### src/rtl/slope_adc_pkg.sv
package slope_adc_pkg;

    typedef enum logic [1:0] {
        SEQ_IDLE  = 2'd0,
        SEQ_INTEG = 2'd1,
        SEQ_RUNDN = 2'd2
    } seq_st_e;

endpackage

### src/rtl/slope_sync.sv
module slope_sync #(
    parameter int STAGES = 2
) (
    input  logic clk,
    input  logic rst_n,
    input  logic d,
    output logic chg
);
    // STAGES synchronising flops plus one history flop
    logic [STAGES:0] chain_q, chain_d;

    always_comb begin
        chain_d = {chain_q[STAGES-1:0], d};
    end

    always_ff @(posedge clk or negedge rst_n) begin
        if (!rst_n) chain_q <= '0;
        else        chain_q <= chain_d;
    end

    // level change seen at the synchronised output
    assign chg = chain_q[STAGES-1] ^ chain_q[STAGES];

endmodule

### src/rtl/slope_ph_cnt.sv
module slope_ph_cnt #(
    parameter int W = 5
) (
    input  logic         clk,
    input  logic         rst_n,
    input  logic         clr,
    input  logic         en,
    output logic [W-1:0] cnt
);
    logic [W-1:0] cnt_q, cnt_d;

    always_comb begin
        cnt_d = cnt_q;
        if (clr)     cnt_d = '0;
        else if (en) cnt_d = cnt_q + W'(1);
    end

    always_ff @(posedge clk or negedge rst_n) begin
        if (!rst_n) cnt_q <= '0;
        else        cnt_q <= cnt_d;
    end

    assign cnt = cnt_q;


    cnt_step_chk: assert property (@(posedge clk) disable iff (!rst_n)
        (en && !clr) |=> (cnt_q == $past(cnt_q) + W'(1)));

endmodule

### src/rtl/slope_code_mix.sv
module slope_code_mix #(
    parameter int NPH   = 3,
    parameter int CW    = 4,
    parameter int OUT_W = NPH * CW
) (
    input  logic [NPH*CW-1:0] cnts,
    output logic [OUT_W-1:0]  code
);
    logic [OUT_W-1:0] acc [NPH+1];

    assign acc[0] = '0;

    // phase k carries weight 2^(CW*(NPH-1-k)): phase 0 is most significant
    for (genvar k = 0; k < NPH; k++) begin : g_term
        logic [OUT_W-1:0] term;
        assign term       = OUT_W'(cnts[k*CW +: CW]) << (CW * (NPH - 1 - k));
        assign acc[k + 1] = acc[k] + term;
    end

    assign code = acc[NPH];

endmodule

### src/rtl/slope_adc_seq.sv
module slope_adc_seq
    import slope_adc_pkg::*;
#(
    parameter int SUBRANGE = 1,
    parameter int SUB_W    = 4,
    parameter int DUAL_W   = 10,
    parameter int INT_CYC  = 256,
    parameter int SYNC_N   = 2,
    localparam int NPH     = (SUBRANGE != 0) ? 3 : 1,
    localparam int CW      = (SUBRANGE != 0) ? SUB_W : DUAL_W,
    localparam int OUT_W   = NPH * CW
) (
    input  logic             clk,
    input  logic             rst_n,
    input  logic             start,
    input  logic             cmp_in,
    output logic             int_en,
    output logic [NPH-1:0]   src_en,
    output logic             rd_dir,
    output logic [OUT_W-1:0] code,
    output logic             ovr,
    output logic             done
);
    localparam int MAXC = (1 << CW) - 1;
    localparam int LIM  = MAXC + SYNC_N;
    localparam int RCW  = $clog2(LIM + 1);
    localparam int ICW  = (INT_CYC > 1) ? $clog2(INT_CYC) : 1;
    localparam int PHW  = (NPH > 1) ? $clog2(NPH) : 1;

    typedef struct packed {
        seq_st_e                st;
        logic [PHW-1:0]         ph;
        logic [ICW-1:0]         icnt;
        logic [NPH-1:0][CW-1:0] cnts;
        logic                   ovr_acc;
        logic                   ovr;
        logic                   done;
        logic [OUT_W-1:0]       code;
    } seq_t;

    seq_t r_q, r_d;

    logic                   chg;
    logic [RCW-1:0]         run_cnt;
    logic                   ph_clr, ph_en;
    logic                   ph_end;
    logic [CW-1:0]          rec;
    logic [RCW:0]           elapsed;
    logic [NPH-1:0][CW-1:0] cnts_nx;
    logic [OUT_W-1:0]       code_nx;

    slope_sync #(.STAGES(SYNC_N)) u_sync (
        .clk   (clk),
        .rst_n (rst_n),
        .d     (cmp_in),
        .chg   (chg)
    );

    slope_ph_cnt #(.W(RCW)) u_rcnt (
        .clk   (clk),
        .rst_n (rst_n),
        .clr   (ph_clr),
        .en    (ph_en),
        .cnt   (run_cnt)
    );

    // phase end detection and latency-compensated count
    always_comb begin
        ph_end  = (r_q.st == SEQ_RUNDN) && (chg || (run_cnt == RCW'(LIM - 1)));
        elapsed = {1'b0, run_cnt} + (RCW + 1)'(1);
        rec     = CW'(MAXC);
        if (chg) begin
            if (elapsed <= (RCW + 1)'(SYNC_N))
                rec = '0;
            else if ((elapsed - (RCW + 1)'(SYNC_N)) < (RCW + 1)'(MAXC))
                rec = CW'(elapsed - (RCW + 1)'(SYNC_N));
        end
        cnts_nx = r_q.cnts;
        for (int k = 0; k < NPH; k++) begin
            if (ph_end && (r_q.ph == PHW'(k))) cnts_nx[k] = rec;
        end
    end

    slope_code_mix #(.NPH(NPH), .CW(CW), .OUT_W(OUT_W)) u_mix (
        .cnts (cnts_nx),
        .code (code_nx)
    );

    // next-state logic
    always_comb begin
        r_d      = r_q;
        r_d.done = 1'b0;
        ph_clr   = 1'b0;
        ph_en    = (r_q.st == SEQ_RUNDN);
        unique case (r_q.st)
            SEQ_IDLE: begin
                if (start) begin
                    r_d.st      = SEQ_INTEG;
                    r_d.icnt    = '0;
                    r_d.cnts    = '0;
                    r_d.ovr_acc = 1'b0;
                end
            end
            SEQ_INTEG: begin
                if (r_q.icnt == ICW'(INT_CYC - 1)) begin
                    r_d.st = SEQ_RUNDN;
                    r_d.ph = '0;
                    ph_clr = 1'b1;
                end else begin
                    r_d.icnt = r_q.icnt + ICW'(1);
                end
            end
            SEQ_RUNDN: begin
                if (ph_end) begin
                    ph_clr   = 1'b1;
                    r_d.cnts = cnts_nx;
                    if (!chg) r_d.ovr_acc = 1'b1;
                    if (r_q.ph == PHW'(NPH - 1)) begin
                        r_d.st   = SEQ_IDLE;
                        r_d.ph   = '0;
                        r_d.done = 1'b1;
                        r_d.code = code_nx;
                        r_d.ovr  = r_q.ovr_acc | ~chg;
                    end else begin
                        r_d.ph = r_q.ph + PHW'(1);
                    end
                end
            end
            default: r_d.st = SEQ_IDLE;
        endcase
    end

    always_ff @(posedge clk or negedge rst_n) begin
        if (!rst_n) r_q <= '0;
        else        r_q <= r_d;
    end

    assign int_en = (r_q.st == SEQ_INTEG);
    assign rd_dir = (r_q.st == SEQ_RUNDN) & r_q.ph[0];
    assign code   = r_q.code;
    assign ovr    = r_q.ovr;
    assign done   = r_q.done;

    for (genvar k = 0; k < NPH; k++) begin : g_src
        assign src_en[k] = (r_q.st == SEQ_RUNDN) && (r_q.ph == PHW'(k));
    end


    src_onehot_chk: assert property (@(posedge clk) disable iff (!rst_n)
        $onehot0({int_en, src_en}));


    done_pulse_chk: assert property (@(posedge clk) disable iff (!rst_n)
        done |=> !done);


    done_after_last_chk: assert property (@(posedge clk) disable iff (!rst_n)
        done |-> $past(src_en[NPH-1]));


    integ_from_idle_chk: assert property (@(posedge clk) disable iff (!rst_n)
        $rose(int_en) |-> $past(r_q.st == SEQ_IDLE));


    phase_hold_chk: assert property (@(posedge clk) disable iff (!rst_n)
        ((r_q.st == SEQ_RUNDN) && !chg && (run_cnt != RCW'(LIM - 1)))
        |=> ((r_q.st == SEQ_RUNDN) && $stable(src_en)));

endmodule

### config.mk
export PLATFORM = sky130hd
export DESIGN_NAME = slope_adc_seq
export DESIGN_NICKNAME = d
export VERILOG_FILES = /design/src/rtl/slope_adc_pkg.sv /design/src/rtl/slope_sync.sv /design/src/rtl/slope_ph_cnt.sv /design/src/rtl/slope_code_mix.sv /design/src/rtl/slope_adc_seq.sv
export SDC_FILE = /design/constraint.sdc
export NUM_CORES = 1
export LEC_CHECK = 0
export BUFFER_PORTS_ARGS = -buffer_cell sky130_fd_sc_hd__clkbuf_2
export CAP_MARGIN = 10
export CELL_PAD_IN_SITES_DETAIL_PLACEMENT = 1
export CELL_PAD_IN_SITES_GLOBAL_PLACEMENT = 1
export CORE_MARGIN = 3
export CORE_UTILIZATION = 40
export DETAILED_ROUTE_END_ITERATION = 12
export PLACE_DENSITY = 0.72
export SLEW_MARGIN = 15
export SYNTH_ARGS = -nofsm -noshare
export SYNTH_HDL_FRONTEND = slang
export SYNTH_HIERARCHICAL = 1
export SYNTH_SLANG_ARGS = --single-unit
### constraint.sdc
create_clock -name clk -period 2.4 [get_ports clk]
set_input_delay 0.6 -clock clk [delete_from_list [all_inputs] [get_ports clk]]
set_output_delay 0.6 -clock clk [all_outputs]
set_load 0.02 [all_outputs]
==> impl_summary.md, run 1 <==
Synthesis
After synthesis, the share of flip-flops with an asynchronous set or reset is between 90% and 100%. The share of the synthesized area in the top cell type is 38.4%. The number of register bits inferred by synthesis is 47. The total number of yosys warnings is 6. The number of distinct library cell variants in the gate-level netlist after synthesis is 63.

The number of nets handed over by synthesis was 359. The register area share after synthesis is 38.4%. The number of enable flip-flop cells after synthesis is 0. Ranked by total cell area, the synthesized netlist is headed by dfrtp_1 (38%), nand2_1 (7.1%), buf_4 (6.9%). The leading register cell type out of synthesis is dfrtp_1. The dominant cell type by area after synthesis is dfrtp_1. In the synthesized netlist, the number of instances is 346.

After synthesis, the mean cell area works out to 8.85 um2. The synthesized netlist occupies a cell area of 3060 um2.

STA
Derived from the worst setup path, the maximum achievable clock frequency is 433 MHz. The final worst-path cycle share is 96.2%. For the final database, setup skew stands at slightly above 0.008 ns. The number of max-slew violations in the final report came to 0. Headroom to the max-slew limit came out at slightly below 70%. At the pin with the least slew margin, the transition time is 0.467 ns.

The count of endpoints failing hold in the final timing report is 0. The routed design could run at a clock period as short as between 2 and 2.5 ns. The total of endpoints with negative setup slack in the final report is 0. The final worst setup slack is ~0.092 ns.

Floorplan
The row count is 31. The die covers 8740 um2. In this run the horizontal extent of the chip is 93.5 um.

Measured along the y axis, the die boundary spans 93.5 um. The core region area is 7330 um2. The effective utilization at floorplan is 41.8%. The top-level port count is 23.

Min path
The path class of the tightest hold or removal check is input pin to asynchronous set/reset pin.

Worst setup path
The critical path starts at u_rcnt/cnt[0]$_DFFE_PN0P_. The worst setup path is captured at a flip-flop. The data required time of the worst path is 2.62 ns.

The launching element type of the critical path is a flip-flop. The worst register-to-register path begins at u_rcnt/cnt[0]$_DFFE_PN0P_. The start-to-end type of the worst setup path is flip-flop to flip-flop.

Of all nets on the critical path, the largest fanout is 6. Data on the critical path arrives at its endpoint at 2.53 ns.

Global routing
The initial antenna violation count was 0. met2 is the most crowded layer. The number of global-route vias before repair is 2682. For this run the aggregate overflow at the end of global routing stands at 0.

In the global route stage, met2 resource usage came out at 32.6%. Entering global routing, the biggest net connects 20 pins. The overall fraction of global-route tracks in use is approximately a fifth. The met1 demand-to-capacity share in global routing is 25.2%. The met3 track utilization from global routing is 2.49%. The first global-routing pass estimated ~13000 um of wire.

Placed design
In this run the cell area measured after placement is about 3200 um2. Routability-driven placement finished with a final weighted congestion of between 0.8 and 0.9. During placement, the flow inserted port buffers numbering 22. The worst slack after detailed placement is 0.0367 ns. The final HPWL from detailed placement is 5760 um.

Clocking
The clock net in this run drives a total of 47 sinks. The clock buffer count from CTS is 5. The clock slew seen by the registers of the worst setup and hold paths is 0.10 ns. TritonCTS built the clock tree.

The number of buffers inserted by hold repair at cts is 0. Clock tree synthesis selected as its root buffer the cell clkbuf_8. The H-tree depth reported by CTS is 2.

The clock passes through at most 2 buffers. The worst-skew pair later-pin latency is 0.32 ns.

Route
The total via count after detailed routing is roughly 2500. The routed via count divided by cell count is 5.47. The pre-antenna-repair detailed-routing pass consisted of 4 iterations. The post-detailed-routing wire length is 7860 um. The count of unresolved DRC violations after routing is 0. The initial DRC count is between 100 and 150. The remaining antenna violation count is 0. After detailed routing, the average wire length per cell comes to approximately 17 um.

Status
The run finished with clean final reports.

Layout
Compared with the post-synthesis result, the final layout area differs by 11.3%. The number of nets in the layout is 373. The post-route netlist has 24.1% of its cells at a drive strength greater than 1. In the layout the commonest cells are nand2_1 (58), dfrtp_1 (45), buf_4 (27), nor2_1 (23), clkbuf_2 (22). After routing the design area is 3410 um2.

The leading cell type in the layout, fill and taps excluded is nand2_1. Summing all multi-input logic gate instances after layout gives about 1600 um2. The number of fill cells is 864. In the final layout, flip-flops and latches occupy 1180 um2. The utilization after layout is 46.5%.

The number of antenna diodes in the final layout is 0.

Pwr
The worst voltage drop across the vdd grid is ~0.00037 V. In this run the static leakage power is 1.59 nW. The power per cell area is 581 nW/um2.

Flow run
Across the run, the number of max-cap violations was 0.
-- cells in the mapped netlist, drive strengths merged (3+ instances only) --
master,n
and2,6
nand3,5
and3,5
ha,9
a22oi,5
nor4,3
a2bb2oi,4
inv,14
dfrtp,47
a22o,5
o22a,3
o21ai,21
nand2b,3
a31oi,8
o31ai,4
xnor2,5
mux2,3
and3b,3
nand4,5
nand2,59
nor2,24
clkbuf,6
a21o,9
a21oi,19
or2,4
buf,36
nor2b,4
o211ai,3
xor2,4
-- flip-flops by register name, indices dropped and copies added (netlist names) --
register,cells
r_q,25
u_rcnt/cnt,5
u_sync/chain_q,3
ovr,1
code,12
done,1
-- cells by family (layout without fill, tap and decap cells) --
family                   Yosys count  after routing  share of synthesized area, %
multiplexers                       4              4                          1.55
flip-flops                        47             47                          38.4
XOR/XNOR                           9              9                          2.57
buffers and inverters             56             71                          11.0
AO/OA/AOI/OAI                     92             92                          21.7
AND/OR/NAND/NOR                  129            129                          21.0
adder cells (fa/ha/maj)            9              9                          3.68
-- critical path, stage by stage (launching register included) --
cell and delay, ns:
dfrtp_2 0.44, ha_2 0.21, xnor2_2 0.15, ha_4 0.18, buf_4 0.14, a31oi_4 0.17
nand4_4 0.15, buf_4 0.18, o221ai_2 0.27, nand3_1 0.13, a21o_1 0.19
-- power by group --
part	total, W	switching, W	leakage [nW]	internal, W
clock	0.000624	0.000310	0.0548	0.000314
combinational	0.000481	0.000317	0.900	0.000164
sequential	0.000876	0.0000404	0.640	0.000835
-- cell type report --
class	count	area share, %
clock inverter	3	1.36
tap	99	3.64
multi-input combinational	243	47.7
timing repair buffer	49	9.18
inverter	14	1.54
clock buffer	5	2.02
sequential	47	34.6
-- routing by layer --
| metal | part of all wire [%] | vias to the layer above |
|---|---|---|
| met3 | 2.6 | 16 |
| met1 | 45 | 1242 |
| met2 | 50 | 46 |
| li1 | - | 1213 |
| met5 | 0 | - |
| met4 | 2.8 | 0 |
-- timing repair --
action                                  CTS  global route
pin swaps                                 0             7
buffers inserted                          0             3
endpoints found under the setup margin    2            24
gates resized for setup                   1            11
-- per-stage QoR --
| stage | total power [W] | hold WS, ns | std cells | TNS [ns] |
|---|---|---|---|---|
| after floorplan | 0.00120 | 0.304 | 346 | 0 |
| after global placement | 0.00135 | 0.332 | 449 | 0 |
| after detailed placement | 0.00136 | 0.356 | 449 | 0 |
| after CTS | 0.00200 | 0.219 | 457 | 0 |
| after global routing | 0.00211 | 0.242 | 460 | -0.00820 |
| final | 0.00198 | 0.212 | 460 | 0 |
-- worst paths after layout --
| check | end | slack [ns] | depth (start not counted) |
|---|---|---|---|
| max in group asynchronous | u_rcnt/cnt[4]$_DFFE_PN0P_ | 1.57 | 2 |
| setup reg to reg | r_q[25]$_DFFE_PN0P_ | 0.09 | 10 |
| min in group clk | u_sync/chain_q[1]$_DFF_PN0_ | 0.37 | 0 |
| setup / recovery | r_q[25]$_DFFE_PN0P_ | 0.09 | 10 |
| hold reg to reg | u_sync/chain_q[1]$_DFF_PN0_ | 0.37 | 0 |
| hold / removal | code[3]$_DFFE_PN0P_ | 0.21 | 1 |
No activity file was read; power rests on OpenSTA's default activity.
==> run 2: changes to the inputs <==
--- a/config.mk
+++ b/config.mk
@@ -12,7 +12,7 @@
 export CORE_MARGIN = 3
 export CORE_UTILIZATION = 40
 export DETAILED_ROUTE_END_ITERATION = 12
-export PLACE_DENSITY = 0.72
+export PLACE_DENSITY = 0.7
 export SLEW_MARGIN = 15
 export SYNTH_ARGS = -nofsm -noshare
 export SYNTH_HDL_FRONTEND = slang
==> constraint.sdc (replaced) <==
create_clock -name clk -period 2.8 [get_ports clk]
set_input_delay 0.7 -clock clk [delete_from_list [all_inputs] [get_ports clk]]
set_output_delay 0.7 -clock clk [all_outputs]
set_load 0.02 [all_outputs]
==> run 2 against run 1 <==
Non-clock buffer count decreased by 13. Combinational power decreased by 18%. Flip-flop and latch count unchanged. First-iteration DRC count increased by 21%. Cell count decreased by 2.8%. Hold slack improved by 0.13 ns. Count of clock-buffer cells in the layout increased by 1.
==> impl_summary.md, run 2 (same netlist as run 1, synthesis figures left out) <==
Layout
The number of flip-flops under the largest register name is 25 (unchanged). The post-route non-filler standard cell count is 447 (-2.8%). The leading cell type in the layout, fill and taps excluded is nand2_1.

The fraction of final layout cells with drive strength greater than 1 is 19.3% (-4.8 points). The antenna diode count was 0 (unchanged). The register bank with the most flops is r_q. Compared with the post-synthesis result, the final layout area differs by 6.13%. Leaving out fill and tap cells, the most frequent cells in the layout are nand2_1 (58), dfrtp_1 (46), nor2_1 (23), clkbuf_2 (22), a21oi_1 (17).

The utilization after layout was 44.3% (-2.2 points). The number of nets in the layout came to 360 (-3.5%).

Clocking
The H-tree depth reported by CTS is 2 (unchanged). The cell at the root of the clock tree is clkbuf_8. The clock slew seen by the registers of the worst setup and hold paths was 0.10 ns (about the same). The clock buffer count from CTS was 5 (unchanged).

The worst-skew pair later-pin latency is 0.32 ns (about the same). TritonCTS built the clock tree. The count of clock tree sinks is 47 (unchanged). The worst-case clock buffer depth is 2 (unchanged).

Floorplan
The overall die height is 93.5 um (unchanged). The core region area is 7330 um2 (unchanged). The horizontal die dimension came to 93.5 um (unchanged). The row count is 31 (unchanged). The effective utilization at floorplan is 41.8% (unchanged). The top-level port count came to 23 (unchanged). The overall die area is 8740 um2 (unchanged).

Pwr
The leakage dissipation came to 1.53 nW (-3.8%). The worst voltage drop across the vdd grid is 0.000258 V (-30%). The power per cell area is 523 nW/um2 (-10%).

Worst setup path
STA classifies the critical path endpoint as an output pin. The critical path arrival is 1.96 ns (-0.57 ns). The worst setup path endpoint is src_en[2]. The delay of the slowest critical-path stage is 0.50 ns (+0.06 ns).

The endpoint of the worst register-to-register path is code[10]$_DFFE_PN0P_. The cell depth of the worst setup path is 4 (-6). The register-to-register path setup slack is 0.25 ns (+0.16 ns). The cell type group with the largest total delay on the critical path is simple AND/OR/NAND/NOR gates. STA classifies the critical path startpoint as a flip-flop. The start point of the critical path is r_q[37]$_DFFE_PN0P_. The start-to-end type of the worst setup path is flip-flop to output pin. Walking the worst path, the cells encountered are inv_1 -> ha_1 -> and3b_1 -> clkbuf_2. The data required time of the worst path was 2.10 ns (-0.52 ns).

The cell type of the slowest stage on the worst timing path is and3b_1. The count of buffer and inverter cells on the critical path is 2 (unchanged). The number of cells on the worst reg-to-reg path came to 11 (+1). The highest fanout seen on the critical path was 12 (+6). The worst register-to-register path begins at u_rcnt/cnt[0]$_DFFE_PN0P_.

Route
The detailed-routing iteration count for the pre-antenna-repair pass is 4 (unchanged). The average wire per cell in the routed design came to 16.5 um (-3.2%). The count of unresolved DRC violations after routing is 0 (unchanged). The routed via count divided by cell count is 5.48 (+0.17%). The total via count after detailed routing is 2450 (-2.7%). The remaining antenna violation count is 0 (unchanged). The post-detailed-routing wire length is 7390 um (-5.9%). The initial DRC count is 125 (+21%).

Global routing
The number of global-route vias before repair was 2475 (-7.7%). The maximum number of pins on one net before global-route repair is 28 (+40%). The final global-route overflow total is 0 (unchanged). The initial antenna violation count is 0 (unchanged). The global-route wire length before repair is 12600 um (-5.8%).

The overall fraction of global-route tracks in use is 18.3% (-1.2 points).

STA
The total of endpoints with negative setup slack in the final report is 0 (unchanged). The worst slew margin relative to its limit is 66.5% (-2.4 points). The post-route clock skew is 0.0143 ns (+0.00613 ns). The clock period could shrink to 2.66 ns. The count of endpoints failing hold in the final timing report is 0 (unchanged). The setup TNS was 0 ns (unchanged). The number of max-slew violations in the final report came to 0 (unchanged). Based on the critical path, the design can be clocked at up to 376 MHz. The measured slew at the worst slew-check pin is 0.497 ns (+0.0310 ns). Dividing the final minimum period by the clock period gives 94.9%. Setup repair after global routing left no endpoint under its margin.

Status
The run finished with clean final reports.

Placed design
The final HPWL from detailed placement is 5590 um (-2.9%). The number of instances in the placed design is 438 (-2.4%). The weighted congestion at the end of routability-driven global placement is 0.857 (-2.8%). The quantity of I/O buffers inserted on ports was 22 (unchanged).

Flow run
The max-capacitance violation count is 0 (unchanged).

Min path
The classification of the worst-slack hold path is input pin to asynchronous set/reset pin.
-- run 2: cell count changes in the layout (fill, tap and decap cells not counted), sizes merged --
cell,before,now
clkinvlp,1,0
buf,27,14
clkbuf,27,28
-- run 2: worst min path at each step --
stage,slack [ns],to,startpoint
after floorplan,0.33,u_sync/chain_q[1]$_DFF_PN0_,u_sync/chain_q[0]$_DFF_PN0_
after global placement,0.33,u_sync/chain_q[1]$_DFF_PN0_,u_sync/chain_q[0]$_DFF_PN0_
after detailed placement,0.34,u_sync/chain_q[1]$_DFF_PN0_,u_sync/chain_q[0]$_DFF_PN0_
after CTS,0.35,code[3]$_DFFE_PN0P_,rst_n
after global routing,0.37,r_q[25]$_DFFE_PN0P_,rst_n
final,0.34,code[3]$_DFFE_PN0P_,rst_n
-- run 2: where the power goes --
group          internal [W]  total, W  switching, W  leakage (nW)
Combinational      0.000132  0.000395      0.000263         0.830
Sequential         0.000716  0.000750     0.0000344         0.641
Clock              0.000294  0.000555      0.000261        0.0618
Total               0.00114   0.00170      0.000558          1.53
-- run 2: what timing repair did --
item	4_1_cts	5_1_grt
endpoints found under the setup margin	0	17
hold buffers	0	0
buffers inserted	0	1
gates resized for setup	0	4
-- run 2: layout make-up --
class	instances	area [um2]
Multi-Input combinational cell	243	1560
Clock inverter	2	38.8
Fill cell	870	4080
Timing Repair Buffer	36	215
Clock buffer	6	82.6
Tap cell	99	124
Sequential cell	47	1180
Inverter	14	52.6
-- run 2: metrics by stage --
stage | power (W) | setup WS [ns] | hold slack, ns | instance area [um2]
final | 0.00170 | 0.143 | 0.339 | 3250
after global routing | 0.00180 | 0.0198 | 0.366 | 3250
after CTS | 0.00171 | 0.0396 | 0.352 | 3230
after detailed placement | 0.00116 | 0.0488 | 0.336 | 3110
after global placement | 0.00115 | 0.170 | 0.334 | 3110
after floorplan | 0.00103 | 0.271 | 0.331 | 3060
-- run 2: per-layer routing --
metal | share of wire (%) | track usage, % | routed length (um)
met2 | 47 | 29.7 | 3510
met3 | 2.9 | 3.06 | 212
met4 | 1.2 | 5.98 | 90
met1 | 48 | 24.7 | 3580
met5 | 0 | 0 | 0
==> run 3: changes to the inputs <==
--- a/config.mk
+++ b/config.mk
@@ -5,6 +5,7 @@
 export SDC_FILE = /design/constraint.sdc
 export NUM_CORES = 1
 export LEC_CHECK = 0
+export ABC_AREA = 1
 export BUFFER_PORTS_ARGS = -buffer_cell sky130_fd_sc_hd__clkbuf_2
 export CAP_MARGIN = 10
 export CELL_PAD_IN_SITES_DETAIL_PLACEMENT = 1
@@ -12,7 +13,7 @@
 export CORE_MARGIN = 3
 export CORE_UTILIZATION = 40
 export DETAILED_ROUTE_END_ITERATION = 12
-export PLACE_DENSITY = 0.7
+export PLACE_DENSITY = 0.71
 export SLEW_MARGIN = 15
 export SYNTH_ARGS = -nofsm -noshare
 export SYNTH_HDL_FRONTEND = slang
==> run 3 against run 2 <==
Setup slack better by 0.16 ns. Largest power group unchanged. Global-route usage is 2.1 points lower. Hold slack worse by 0.026 ns.
==> impl_summary.md, run 3 <==
Global routing
The maximum number of pins on one net before global-route repair came to 27 (-3.6%). The overall fraction of global-route tracks in use is 16.2% (-2.1 points). The final global-route overflow total is 0 (unchanged).

The initial antenna violation count was 0 (unchanged). The number of global-route vias before repair is 2338 (-5.5%). The global-route wire length before repair is 10900 um (-14%).

Clocking
The number of buffers inserted by hold repair at cts was 0 (unchanged). The H-tree depth reported by CTS was 2 (unchanged). The buffers inserted during post-CTS setup optimization is 0 (unchanged).

The CTS tree is done. The worst-case clock buffer depth is 2 (unchanged). The cell sitting at the root of the clock tree is a clkbuf_8.

The clock buffer count from CTS came to 5 (unchanged). The count of clock tree sinks is 47 (unchanged). The worst-skew pair later-pin latency is 0.31 ns (about the same).

The number of cells upsized or downsized after cts is 0 (unchanged). The clock slew seen by the registers of the worst setup and hold paths was 0.09 ns (about the same).

Worst setup path
The slowest stage of the critical path belongs to the cell ha_1. The delay of the slowest critical-path stage is 0.47 ns (-0.03 ns). The highest fanout seen on the critical path is 10 (-2). The cell that appears most often on the critical path is inv_1.

The type of element capturing the critical path is an output pin. The setup path with the least slack is of type flip-flop to output pin. The worst setup path is launched from a flip-flop. The critical path arrival is 1.79 ns (-0.17 ns). The data required time of the worst path is 2.10 ns (about the same). The critical path goes through inv_1 -> ha_1 -> inv_1 -> nor3_2 -> clkbuf_2.

Synthesis
The share of the synthesized area in the top cell type is 41.3% (+2.9 points). The largest total area in the synthesized netlist belongs to dfrtp_1. The synthesized area is 2850 um2 (-7.1%). The portion of netlist area occupied by mux cells is 0% (-1.6 points). The number of register bits inferred by synthesis is 47 (unchanged). The synthesized-area fraction occupied by ao, oa, aoi and oai cells is 8.27% (-13 points).

The async set-or-reset flop fraction in the synthesized netlist is 100% (unchanged). The number of enable flip-flop cells after synthesis came to 0 (unchanged). By area, the combinational part of the netlist is dominated by simple AND/OR/NAND/NOR gates. The parity-gate share of the synthesized area counting xor and xnor cells came to 1.19% (-1.4 points). The number of cells produced by synthesis is 357 (+3.2%). By area the synthesized netlist is led by dfrtp_1 (41%), nand2_1 (13%), buf_4 (7.1%).

The number of distinct library cell variants in the gate-level netlist after synthesis came to 38 (-40%). The register area share after synthesis is 41.3% (+2.9 points). For this run, the leading register cell type out of synthesis is dfrtp_1. The simple-gate portion of the synthesized area was 31.8% (+11 points). The arithmetic-cell share of the synthesized area counting full adders, half adders and majority gates was 3.96% (+0.28 points). Ranked by instance count, the synthesized netlist is headed by nand2_1 (97), dfrtp_1 (47), inv_1 (33), nand3_1 (33), buf_4 (27). nand2_1 is the most common cell in the netlist.

The total number of yosys warnings was 6 (unchanged). The synthesized netlist net count is 370 (+3.1%). The mean instance size in the synthesized netlist is 7.97 um2 (-9.9%).

STA
The worst slew margin relative to its limit was 58.8% (-7.8 points). Setup repair after global routing left no endpoint under its margin. The measured slew at the worst slew-check pin came to 0.618 ns (+0.121 ns).

The setup TNS is 0 ns (unchanged). The post-route clock skew is 0.00825 ns (-0.00607 ns). The number of max-slew violations in the final report came to 0 (unchanged). The highest clock rate was 401 MHz (+6.5%). The shortest clock period the worst path allows after layout is 2.49 ns (-0.162 ns). The count of endpoints failing hold in the final timing report was 0 (unchanged).

The worst-case hold slack is 0.313 ns (-0.0259 ns). The total of endpoints with negative setup slack in the final report is 0 (unchanged). The final worst-path cycle share is 89.1% (-5.8 points).

Route
The total via count after detailed routing is 2219 (-9.4%). The detailed-routing iteration count for the pre-antenna-repair pass is 4 (unchanged). The remaining antenna violation count came to 0 (unchanged).

The routed via count divided by cell count is 4.89 (-11%). The post-detailed-routing wire length is 6100 um (-17%). The average wire per cell in the routed design is 13.4 um (-19%). The initial DRC count is 94 (-25%). The count of unresolved DRC violations after routing is 0 (unchanged).

Layout
The number of flip-flops under the largest register name was 25 (unchanged). The library cell used most frequently in the layout, excluding fill and tap cells, is nand2_1. Compared with the post-synthesis result, the final layout area differs by 3.69%. The fraction of final layout cells with drive strength greater than 1 is 18.2% (-1.1 points). The antenna diode count is 0 (unchanged).

The number of nets in the layout is 370 (+2.8%). The number of fill cells is 876 (+0.69%). The utilization after layout is 43.2% (-1.1 points). Counting flops per register, the top entry is r_q. In the layout the commonest cells are nand2_1 (97), dfrtp_1 (47), inv_1 (33), nand3_1 (33), clkbuf_2 (22).

Flow run
The max-capacitance violation count is 0 (unchanged).

Floorplan
The top-level port count came to 23 (unchanged). The effective utilization at floorplan is 41.6% (-0.12 points). The overall die area is 8160 um2 (-6.6%). The overall die height is 90.3 um (-3.4%).

The row count was 30 (-3.2%). The core region area was 6830 um2 (-6.8%). The horizontal die dimension is 90.3 um (-3.4%).

Pwr
The worst voltage drop across the vdd grid came to 0.000279 V (+8.1%). The power per cell area is 486 nW/um2 (-7.1%). The leakage dissipation is 1.52 nW (-0.67%).

Placed design
The quantity of I/O buffers inserted on ports is 22 (unchanged). The weighted congestion at the end of routability-driven global placement is 0.732 (-15%). The final HPWL from detailed placement is 4620 um (-17%).

Status
The flow ran to the end, and the final reports show no timing, DRC or antenna violations.

Min path
The classification of the worst-slack hold path is input pin to asynchronous set/reset pin.
-- run 3: cell families after synthesis --
kind of cell,after synthesis
simple gates,190
buf+inv,71
flops,47
compound gates,37
fa+ha+maj,9
xor+xnor,3
-- run 3: report_power, final --
part / leakage [nW] / internal [W] / total [W] / switching, W
Combinational: 0.830 / 0.0000848 / 0.000306 / 0.000222
Sequential: 0.645 / 0.000706 / 0.000722 / 0.0000157
Clock: 0.0477 / 0.000171 / 0.000407 / 0.000235
Total: 1.52 / 0.000962 / 0.00143 / 0.000472
-- run 3: per-stage QoR --
stage	worst slack [ns]	cell area, um2	total power, W	std cells
after floorplan	0.686	2850	0.000954	357
after global placement	0.496	2870	0.00104	446
after detailed placement	0.457	2870	0.00105	446
after CTS	0.298	2950	0.00146	454
after global routing	0.112	2950	0.00154	454
final	0.306	2950	0.00143	454
-- run 3: cell type report --
class                   instances  area [um2]  area share [%]
multi-input cells             239        1290            43.6
clock buffers                   5        68.8            2.33
flip-flops and latches         47        1180            39.9
inverters                      38         143            4.83
well taps                      96         120            4.07
clock inverters                 3        15.0           0.509
repair buffers                 26         140            4.75
-- run 3: routing by layer --
metal / up-vias / wire (um) / share of wire (%) / track usage (%)
met2: 26 / 2980 / 49 / 27.6
li1: 1119 / - / - / -
met4: 0 / 25 / 0.41 / 3.06
met5: - / 0 / 0 / 0
met3: 2 / 175 / 2.9 / 4.25
met1: 1072 / 2920 / 48 / 20.8
-- run 3: worst max-delay path, delay by kind of cell, from the launching register on --
kind	cells	cell delay, ns
buf+inv	3	0.46
simple gates	1	0.17
flops	1	0.39
fa+ha+maj	1	0.47
-- run 3: path summary, 6_finish.rpt --
check / from / to / slack (ns) / cells past startpoint
setup reg to reg: u_rcnt/cnt[0]$_DFFE_PN0P_ / code[8]$_DFFE_PN0P_ / 0.45 / 11
max in group asynchronous: rst_n / r_q[27]$_DFFE_PN0P_ / 1.89 / 2
hold / removal: rst_n / code[2]$_DFFE_PN0P_ / 0.31 / 1
hold reg to reg: u_sync/chain_q[0]$_DFF_PN0_ / u_sync/chain_q[1]$_DFF_PN0_ / 0.36 / 0
min in group clk: u_sync/chain_q[0]$_DFF_PN0_ / u_sync/chain_q[1]$_DFF_PN0_ / 0.36 / 0
setup / recovery: r_q[37]$_DFFE_PN0P_ / src_en[0] / 0.31 / 5
